### config.mk
export PLATFORM = sky130hd
export DESIGN_NAME = erase_seq_ctrl
export DESIGN_NICKNAME = d
export VERILOG_FILES = /design/src/rtl/erase_seq_pkg.sv /design/src/rtl/erase_seq_timer.sv /design/src/rtl/erase_seq_pulse_cnt.sv /design/src/rtl/erase_seq_addr.sv /design/src/rtl/erase_seq_ctrl.sv
export SDC_FILE = /design/constraint.sdc
export NUM_CORES = 1
export LEC_CHECK = 0
export ABC_AREA = 1
export BUFFER_PORTS_ARGS = -buffer_cell sky130_fd_sc_hd__buf_2
export CORE_UTILIZATION = 45
export DETAILED_ROUTE_END_ITERATION = 16
export GPL_ROUTABILITY_DRIVEN = 0
export PLACE_DENSITY = 0.63
export SLEW_MARGIN = 15
export SYNTH_ARGS = -nofsm -noshare
export SYNTH_HDL_FRONTEND = slang
export SYNTH_SLANG_ARGS = --single-unit
### constraint.sdc
create_clock -name clk -period 2.6 [get_ports clk]
set_input_delay 0.52 -clock clk [delete_from_list [all_inputs] [get_ports clk]]
set_output_delay 0.52 -clock clk [all_outputs]
set_load 0.02 [all_outputs]
### src/rtl/erase_seq_pkg.sv
package erase_seq_pkg;

   localparam logic [7:0] OP_READ_ARRAY = 8'h00;
   localparam logic [7:0] OP_ERASE      = 8'h20;
   localparam logic [7:0] OP_ERASE_CHK  = 8'hA0;
   localparam logic [7:0] VAL_BLANK     = 8'hFF;

   typedef enum logic [3:0] {
      ST_IDLE,
      ST_PRE_ISSUE,
      ST_PRE_WAIT,
      ST_ER_SETUP,
      ST_ER_GO,
      ST_ER_WAIT,
      ST_VF_SETUP,
      ST_VF_WAIT,
      ST_VF_READ,
      ST_VF_RESP,
      ST_FIN,
      ST_END
   } seq_state_e;

endpackage

### src/rtl/erase_seq_timer.sv
module erase_seq_timer #(
   parameter int unsigned CW = 8
) (
   input  logic          clk,
   input  logic          rst_n,
   input  logic          load,
   input  logic [CW-1:0] load_val,
   input  logic          run,
   output logic          expired
);
   logic [CW-1:0] cnt_q;

   always_ff @(posedge clk) begin
      if (!rst_n)
         cnt_q <= '0;
      else if (load)
         cnt_q <= load_val;
      else if (run && cnt_q != '0)
         cnt_q <= cnt_q - 1'b1;
   end

   assign expired = (cnt_q == '0);
endmodule

### src/rtl/erase_seq_pulse_cnt.sv
module erase_seq_pulse_cnt #(
   parameter int unsigned MAX_PULSES = 1000
) (
   input  logic clk,
   input  logic rst_n,
   input  logic clr,
   input  logic inc,
   output logic at_cap
);
   localparam int unsigned PW = $clog2(MAX_PULSES + 1);
   localparam logic [PW-1:0] CAP = PW'(MAX_PULSES);

   logic [PW-1:0] cnt_q;

   always_ff @(posedge clk) begin
      if (!rst_n || clr)
         cnt_q <= '0;
      else if (inc && cnt_q != CAP)
         cnt_q <= cnt_q + 1'b1;
   end

   assign at_cap = (cnt_q == CAP);
endmodule

### src/rtl/erase_seq_addr.sv
module erase_seq_addr #(
   parameter int unsigned ADDR_W    = 17,
   parameter int unsigned LAST_ADDR = 1
) (
   input  logic              clk,
   input  logic              rst_n,
   input  logic              clr,
   input  logic              inc,
   output logic [ADDR_W-1:0] addr,
   output logic              is_last
);
   localparam logic [ADDR_W-1:0] LAST = ADDR_W'(LAST_ADDR);

   always_ff @(posedge clk) begin
      if (!rst_n || clr)
         addr <= '0;
      else if (inc)
         addr <= addr + 1'b1;
   end

   assign is_last = (addr == LAST);
endmodule

### src/rtl/erase_seq_ctrl.sv
module erase_seq_ctrl
   import erase_seq_pkg::*;
#(
   parameter int unsigned ADDR_W      = 17,
   parameter int unsigned LAST_ADDR   = 131071,
   parameter int unsigned MAX_PULSES  = 1000,
   parameter int unsigned ERASE_WAIT  = 1000000,
   parameter int unsigned VERIFY_WAIT = 600
) (
   input  logic              clk,
   input  logic              rst_n,
   input  logic              start,
   output logic              busy,
   output logic              done,
   output logic              fail,
   output logic              wr_en,
   output logic [7:0]        wr_data,
   output logic [ADDR_W-1:0] mem_addr,
   output logic              rd_req,
   input  logic              rd_valid,
   input  logic [7:0]        rd_data,
   output logic              prog_start,
   input  logic              prog_done,
   input  logic              prog_ok
);
   localparam int unsigned LONG_WAIT = (ERASE_WAIT > VERIFY_WAIT) ? ERASE_WAIT : VERIFY_WAIT;
   localparam int unsigned TW        = $clog2(LONG_WAIT + 1);
   localparam logic [TW-1:0] ER_LOAD = TW'(ERASE_WAIT - 1);
   localparam logic [TW-1:0] VF_LOAD = TW'(VERIFY_WAIT - 1);

   if (ADDR_W < 1 || ADDR_W > 32) begin : g_bad_aw
      $error("erase_seq_ctrl: ADDR_W must be 1..32");
   end
   if ((64'(LAST_ADDR) >> ADDR_W) != 0) begin : g_bad_last
      $error("erase_seq_ctrl: LAST_ADDR does not fit ADDR_W");
   end
   if (MAX_PULSES < 1) begin : g_bad_cap
      $error("erase_seq_ctrl: MAX_PULSES must be at least 1");
   end
   if (ERASE_WAIT < 1 || VERIFY_WAIT < 1) begin : g_bad_wait
      $error("erase_seq_ctrl: wait lengths must be at least 1");
   end

   seq_state_e state_q, state_d;
   logic addr_clr, addr_inc, is_last;
   logic pc_clr, pc_inc, at_cap;
   logic t_load, t_run, t_expired;
   logic [TW-1:0] t_val;
   logic fail_q, fail_set, fail_clr;
   logic [ADDR_W-1:0] addr;

   erase_seq_addr #(.ADDR_W(ADDR_W), .LAST_ADDR(LAST_ADDR)) u_addr (
      .clk(clk), .rst_n(rst_n), .clr(addr_clr), .inc(addr_inc),
      .addr(addr), .is_last(is_last)
   );

   erase_seq_pulse_cnt #(.MAX_PULSES(MAX_PULSES)) u_pulses (
      .clk(clk), .rst_n(rst_n), .clr(pc_clr), .inc(pc_inc), .at_cap(at_cap)
   );

   erase_seq_timer #(.CW(TW)) u_timer (
      .clk(clk), .rst_n(rst_n), .load(t_load), .load_val(t_val),
      .run(t_run), .expired(t_expired)
   );

   always_comb begin
      state_d  = state_q;
      addr_clr = 1'b0;
      addr_inc = 1'b0;
      pc_clr   = 1'b0;
      pc_inc   = 1'b0;
      t_load   = 1'b0;
      t_val    = ER_LOAD;
      t_run    = 1'b0;
      fail_set = 1'b0;
      fail_clr = 1'b0;
      unique case (state_q)
         ST_IDLE: begin
            if (start) begin
               addr_clr = 1'b1;
               pc_clr   = 1'b1;
               fail_clr = 1'b1;
               state_d  = ST_PRE_ISSUE;
            end
         end
         ST_PRE_ISSUE: state_d = ST_PRE_WAIT;
         ST_PRE_WAIT: begin
            if (prog_done) begin
               if (!prog_ok) begin
                  fail_set = 1'b1;
                  state_d  = ST_END;
               end else if (is_last) begin
                  addr_clr = 1'b1;
                  state_d  = ST_ER_SETUP;
               end else begin
                  addr_inc = 1'b1;
                  state_d  = ST_PRE_ISSUE;
               end
            end
         end
         ST_ER_SETUP: state_d = ST_ER_GO;
         ST_ER_GO: begin
            pc_inc  = 1'b1;
            t_load  = 1'b1;
            t_val   = ER_LOAD;
            state_d = ST_ER_WAIT;
         end
         ST_ER_WAIT: begin
            t_run = 1'b1;
            if (t_expired) state_d = ST_VF_SETUP;
         end
         ST_VF_SETUP: begin
            t_load  = 1'b1;
            t_val   = VF_LOAD;
            state_d = ST_VF_WAIT;
         end
         ST_VF_WAIT: begin
            t_run = 1'b1;
            if (t_expired) state_d = ST_VF_READ;
         end
         ST_VF_READ: state_d = ST_VF_RESP;
         ST_VF_RESP: begin
            if (rd_valid) begin
               if (rd_data == VAL_BLANK) begin
                  if (is_last) begin
                     state_d = ST_FIN;
                  end else begin
                     addr_inc = 1'b1;
                     state_d  = ST_VF_SETUP;
                  end
               end else if (at_cap) begin
                  fail_set = 1'b1;
                  state_d  = ST_END;
               end else begin
                  state_d = ST_ER_SETUP;
               end
            end
         end
         ST_FIN:  state_d = ST_END;
         ST_END:  state_d = ST_IDLE;
         default: state_d = ST_IDLE;
      endcase
   end

   always_ff @(posedge clk) begin
      if (!rst_n) begin
         state_q <= ST_IDLE;
         fail_q  <= 1'b0;
      end else begin
         state_q <= state_d;
         if (fail_clr)
            fail_q <= 1'b0;
         else if (fail_set)
            fail_q <= 1'b1;
      end
   end

   always_comb begin
      wr_en   = 1'b0;
      wr_data = OP_READ_ARRAY;
      unique case (state_q)
         ST_ER_SETUP, ST_ER_GO: begin
            wr_en   = 1'b1;
            wr_data = OP_ERASE;
         end
         ST_VF_SETUP: begin
            wr_en   = 1'b1;
            wr_data = OP_ERASE_CHK;
         end
         ST_FIN: begin
            wr_en   = 1'b1;
            wr_data = OP_READ_ARRAY;
         end
         default: ;
      endcase
   end

   assign rd_req     = (state_q == ST_VF_READ);
   assign prog_start = (state_q == ST_PRE_ISSUE);
   assign mem_addr   = addr;
   assign busy       = (state_q != ST_IDLE) && (state_q != ST_END);
   assign done       = (state_q == ST_END);
   assign fail       = fail_q;
endmodule

; Word-level counts from Yosys, hierarchy flattened
; Index checks and enable logic that the tools add are counted.
[totals]
register_bits = 52
output_inout_bits = 31
wordCells = 84
[op_classes]
n_addsub = 3
n_eq_ne = 21
muxes = 37
bitwise_logic = 1
reduce_logical = 17
[op_table]
columns = operator, n
row1 = $mux W20, 3
row2 = $pmux W4 S11, 1
row3 = $mux W4, 9
row4 = $logic_not A20 Y1, 1
row5 = $reduce_bool A20 Y1, 1
row6 = $sub A20 B1 Y20 const B, 1
row7 = $mux W1, 19
row8 = $add A17 B1 Y17 const B, 1
row9 = $eq A17 B17 Y1 const B, 1
row10 = $eq A4 B3 Y1 const B, 4
row11 = $eq A4 B4 Y1 const B, 4
row12 = $pmux W8 S2, 1
row13 = $add A10 B1 Y10 const B, 1
row14 = $eq A10 B10 Y1 const B, 1
row15 = $ne A10 B10 Y1 const B, 1
row16 = $ne A2 B2 Y1 const B, 5
row17 = $eq A4 B2 Y1 const B, 2
row18 = $eq A8 B8 Y1 const B, 1
row19 = $reduce_or A2 Y1, 4
row20 = $pmux W1 S2, 3
row21 = $reduce_and A5 Y1, 1
row22 = $eq A4 B1 Y1 const B, 1
row23 = $logic_not A4 Y1, 1
row24 = $ne A4 B4 Y1 const B, 1
row25 = 8 further kinds, 11

; Logic depth before layout (Yosys ltp)
[logic_depth]
ltp_word = 6
mapped_depth = 16

; Hierarchy
; Synthesis repeated with hierarchy kept, for this count alone.
[unflattened]
cells_unflattened = 564
area_unflattened_um2 = 3638.5
[modules_own_cells]
columns = module, instances, cells_each, area_each_um2, seq_area_each_um2
row1 = erase_seq_timer, 1, 244, 1592.8, 400.4
row2 = erase_seq_addr, 1, 124, 854.6, 340.3
row3 = erase_seq_pulse_cnt, 1, 92, 620.6, 200.2
row4 = erase_seq_ctrl, 1, 104, 570.5, 100.1

; Worst setup path after synthesis
; OpenSTA, ideal clock, no wires.
[synth_path]
path_type = register to register
startpoint = reg u_addr.addr[0]
endpoint = reg u_addr.addr[9]
setup_ps = 70
arrival_ps = 2075
required_ps = 2530
path_slack_ps = 456
path_stages_with_launch = 16
period_less_slack_ps = 2144
cell_sequence = dfxtp_1 > ha_1 > inv_1 > nor2_1 > nand2_1 > nor3_1 > ha_1 > inv_1 > nand2_1 > nor2_1 > nand2_1 > nand2_4 > inv_2 > buf_4 > nand2_1 > a21oi_1
[synth_via]
elab_chain_len = 6
elab_cells_between_ends = 13
[synth_rtl]
columns = element, line_no
row1 = from (decl), erase_seq_addr.sv:9  ; output logic [ADDR_W-1:0] addr,
row2 = from (signal assigned), erase_seq_addr.sv:18  ; addr <= addr + 1'b1;
row3 = $eq A17 B17 Y1, erase_seq_addr.sv:21  ; assign is_last = (addr == LAST);
row4 = $mux W1, erase_seq_ctrl.sv:92  ; end else if (is_last) begin
row5 = $mux W1, erase_seq_ctrl.sv:89  ; if (!prog_ok) begin
row6 = $mux W1, erase_seq_ctrl.sv:88  ; if (prog_done) begin
row7 = $pmux W1 S2, erase_seq_ctrl.sv:77  ; unique case (state_q)
row8 = $logic_or A1 B1 Y1, erase_seq_addr.sv:15  ; if (!rst_n || clr)
; Parallel ways exist; a longest one is shown, timed or not.
; A chain may end at the register's enable or synchronous reset.

; Worst setup path after layout
[layout_path]
startpoint = reg u_addr.addr[9]
endpoint = reg u_addr.addr[15]
; The elaborated chain is that of the path after synthesis.

==> flow_metrics.tcl <==
set metrics [dict create \
    worstMarginPinSlew_ns 0.5219 \
    finalNonFillerCells 704 \
    final_nets 625 \
    grtUsageTotal_pct 21.52 \
    worst_slack_ns 0.3428 \
    critPathArrivalTime_ns 2.51 \
    p_leak_nw 1.744 \
    seq_area_frac_synth_pct 30.05 \
    p_sw_share_pct 36.92 \
    startpoint "u_addr.addr[9]" \
    hpwlAfterDp_mm 6.336 \
    cts_tree "done" \
    dp.cells 696 \
    synthDistinctLibCells 33 \
    cp.required_ns 2.85 \
    end_kind "flip-flop" \
    async_flop_share_pct 0 \
    die_y_um 89.75 \
    finalPower_mw 2.159 \
    pre_cts_ws_ns 0.2340 \
    antenna_found_initial 0 \
    h-tree-depth 2 \
    cpMostUsedCell "nand2_1" \
    antennaDiodeCount 0 \
    finalHoldViolations 0 \
    synthCells 568 \
    io_buffers 38 \
    grt_overflow 0 \
    cts-root-buf "clkbuf_8" \
    drv_slew 0 \
    synth_edf_count 0 \
    initial_core_util_pct 47.26 \
    power.net_switching_mw 0.7969 \
    io_pins 45 \
    cp.depth 15 \
    rr_startpoint "u_addr.addr[9]" \
    p_per_area_nw_per_um2 567.7 \
    cp-start-kind "flip-flop" \
    ff2ff_path_depth 15 \
    status "finished clean" \
    drt_first_pass_iters 4 \
    cts.clk_slew.worst_paths_ns 0.10 \
    clock.fmax_ghz 0.4430 \
    netlist_area_sq_um 3465 \
    ant_nets 0 \
    hp-class "reg2reg" \
    drtIter0Drc 129 \
    synth-main-ff-cell "dfxtp_1" \
    setup_viol 0 \
    cts_setup_buffers 0 \
    combPwrFrac_pct 33.6 \
    grt_start_max_net_pins 25 \
    p_int_mw 1.362 \
    timing.critical_path.buf_inv 2 \
    grt_pass1_wl_mm 14.45 \
    post-route-drc-count 0 \
    synth.avg_cell_area_sq_um 6.100 \
    reg2reg_slack_ns 0.34 \
    ir_drop_mv 0.3603 \
    worstReg2RegEnd "u_addr.addr[15]" \
    rsz0062_at_grt "false" \
    clkPwrFrac_pct 26.4 \
    wl_per_cell_um 11.91 \
    whs_ns 0.4914 \
    wl_mm 8.386 \
    clock-sinks 52 \
    crit_end "u_addr.addr[15]" \
    ys_ff_latch 52 \
    path_max_fanout 24 \
    crit_chain "nand2_1, nor2_1, nand2_1, nor2_1, nand2_1, nor3_2, ha_1, inv_1, nand2_1, nor2_1, nand2_1, nand2_4, inv_4, nand2_1, a21oi_1" \
    syn2layout_area_growth_pct 9.751 \
    setup_tns_ns 0 \
    rows 31 \
    cts_buffers 5 \
    cts_buffer_depth 2 \
    vias 3523 \
    coreArea_sq_um 7331 \
    path_delay_family "simple AND/OR/NAND/NOR gates" \
    skew_ns 0.005860 \
    hold_start "u_pulses.cnt_q[7]" \
    viasPerCell 5.004 \
    post-route-period-util_pct 86.81 \
    clk_latency_ns 0.31 \
    grt_pass1_vias 3219 \
    dieArea_sq_um 8054 \
    layout_min_cycle_time_ns 2.257 \
    pwr-share-seq_pct 40.0 \
    ys_warn_count 0 \
    drive_above_1_share_pct 13.55 \
    cap_violations 0 \
    cp_slowest_cell "dfxtp_1" \
    die_w_um 89.75 \
    crit_type "reg2reg" \
    slew_headroom_pct 64.94 \
    cpPeakStageDelay_ns 0.43 \
]
[sequential cells by signal, indices dropped and copies added (netlist names)]
name and flops:
fail 1, state_q 4, u_addr.addr 17, u_pulses.cnt_q 10, u_timer.cnt_q 20
[placed cells by master (no fill, tap or decap), types with 2 or more instances in the layout]
| cell | n |
|---|---|
| nand2_1 | 159 |
| nor2_1 | 91 |
| inv_1 | 61 |
| dfxtp_1 | 52 |
| nand3_1 | 44 |
| a21oi_1 | 41 |
| buf_2 | 38 |
| o21ai_0 | 15 |
| nand4_1 | 14 |
| nor3_1 | 14 |
| nor2_2 | 7 |
| ha_1 | 7 |
| inv_2 | 6 |
| conb_1 | 6 |
| nand2_2 | 5 |
| xnor2_1 | 5 |
| clkbuf_8 | 5 |
| o21ai_1 | 4 |
| nand3_2 | 4 |
| nand3b_1 | 4 |
| buf_4 | 4 |
| or2_2 | 2 |
| nor2_4 | 2 |
| xor2_1 | 2 |
| nor3b_1 | 2 |
[routing by layer]
layer / global-route usage (%) / part of all wire [%]
met1: 27.48 / 46
met5: 0 / 0
met2: 36.15 / 47
met3: 3.638 / 3.9
met4: 8.197 / 2.4
[worst min-delay path, cell delays in order, from the launching register on]
cell and delay [ns]:
dfxtp_1 0.34, nand2_1 0.07, a21oi_1 0.05
[kinds of logic (layout without fill, tap and decap cells)]
logic type / count (synthesis) / count (layout) / synth area share, %
AO/OA/AOI/OAI: 63 / 63 / 9.390
XOR/XNOR: 7 / 7 / 1.770
adder cells (fa/ha/maj): 7 / 7 / 2.528
buffers and inverters: 86 / 118 / 11.52
flip-flops: 52 / 52 / 30.05
other: 1 / 6 / 0.1082
AND/OR/NAND/NOR: 352 / 352 / 44.64
[how the worst min path moves through the flow]
stage / cells after the start / end / slack (ns)
final: 2 / u_pulses.cnt_q[7] / 0.49
after global routing: 2 / u_pulses.cnt_q[7] / 0.53
after CTS: 2 / u_pulses.cnt_q[7] / 0.49
after detailed placement: 2 / u_pulses.cnt_q[7] / 0.48
after global placement: 2 / u_pulses.cnt_q[7] / 0.47
after floorplan: 2 / u_pulses.cnt_q[7] / 0.45
[area by class of cell]
class / instances / area (sq um)
clock buffer: 5 / 68.82
clock inverter: 3 / 42.54
fill: 810 / 3528
inverter: 68 / 257.7
multi-input combinational: 435 / 2048
sequential: 52 / 1041
tap: 99 / 123.9
timing repair buffer: 42 / 220.2
[repair_timing]
item / CTS / global route
hold buffers: 0 / 0
setup endpoints to repair: 0 / 10
gates resized for setup: 0 / 2
hold endpoints to repair: 0 / 0
[cells in the mapped netlist, types with 2 or more instances]
| master | count | area [sq um] |
|---|---|---|
| nor2_1 | 91 | 341.6 |
| ha_1 | 7 | 87.58 |
| nor2_4 | 2 | 22.52 |
| nand3_1 | 44 | 220.2 |
| xor2_1 | 2 | 17.52 |
| inv_1 | 61 | 229.0 |
| nand2_2 | 5 | 31.28 |
| clkbuf_1 | 2 | 7.510 |
| buf_6 | 3 | 33.78 |
| nand2_1 | 159 | 596.8 |
| buf_4 | 9 | 67.56 |
| nand3b_1 | 4 | 30.03 |
| nor3_1 | 15 | 75.07 |
| buf_2 | 3 | 15.01 |
| nor2_2 | 7 | 43.79 |
| xnor2_1 | 5 | 43.79 |
| nor3b_1 | 2 | 15.01 |
| o21ai_1 | 4 | 20.02 |
| inv_2 | 7 | 26.28 |
| a21oi_1 | 41 | 205.2 |
| dfxtp_1 | 52 | 1041 |
| or2_2 | 2 | 12.51 |
| nand3_2 | 4 | 40.04 |
| nand4_1 | 14 | 87.58 |
| o21ai_0 | 15 | 75.07 |
[through the flow]
step	util (%)	cell area, sq um
2_1_floorplan	-	3483
3_3_place_gp	50.25	3684
3_5_place_dp	50.25	3684
4_1_cts	51.77	3795
5_1_grt	51.87	3802
6_report	51.87	3802
[power by group through the flow]
stage | Combinational, mW | Clock [mW] | Sequential, mW
4_1_cts | 0.726 | 0.583 | 0.864
3_5_place_dp | 0.722 | 0 | 0.882
5_1_grt | 0.828 | 0.612 | 0.871
3_3_place_gp | 0.718 | 0 | 0.881
6_report | 0.724 | 0.570 | 0.864
2_1_floorplan | 0.580 | 0 | 0.877
Power figures use the tool's default switching activity.
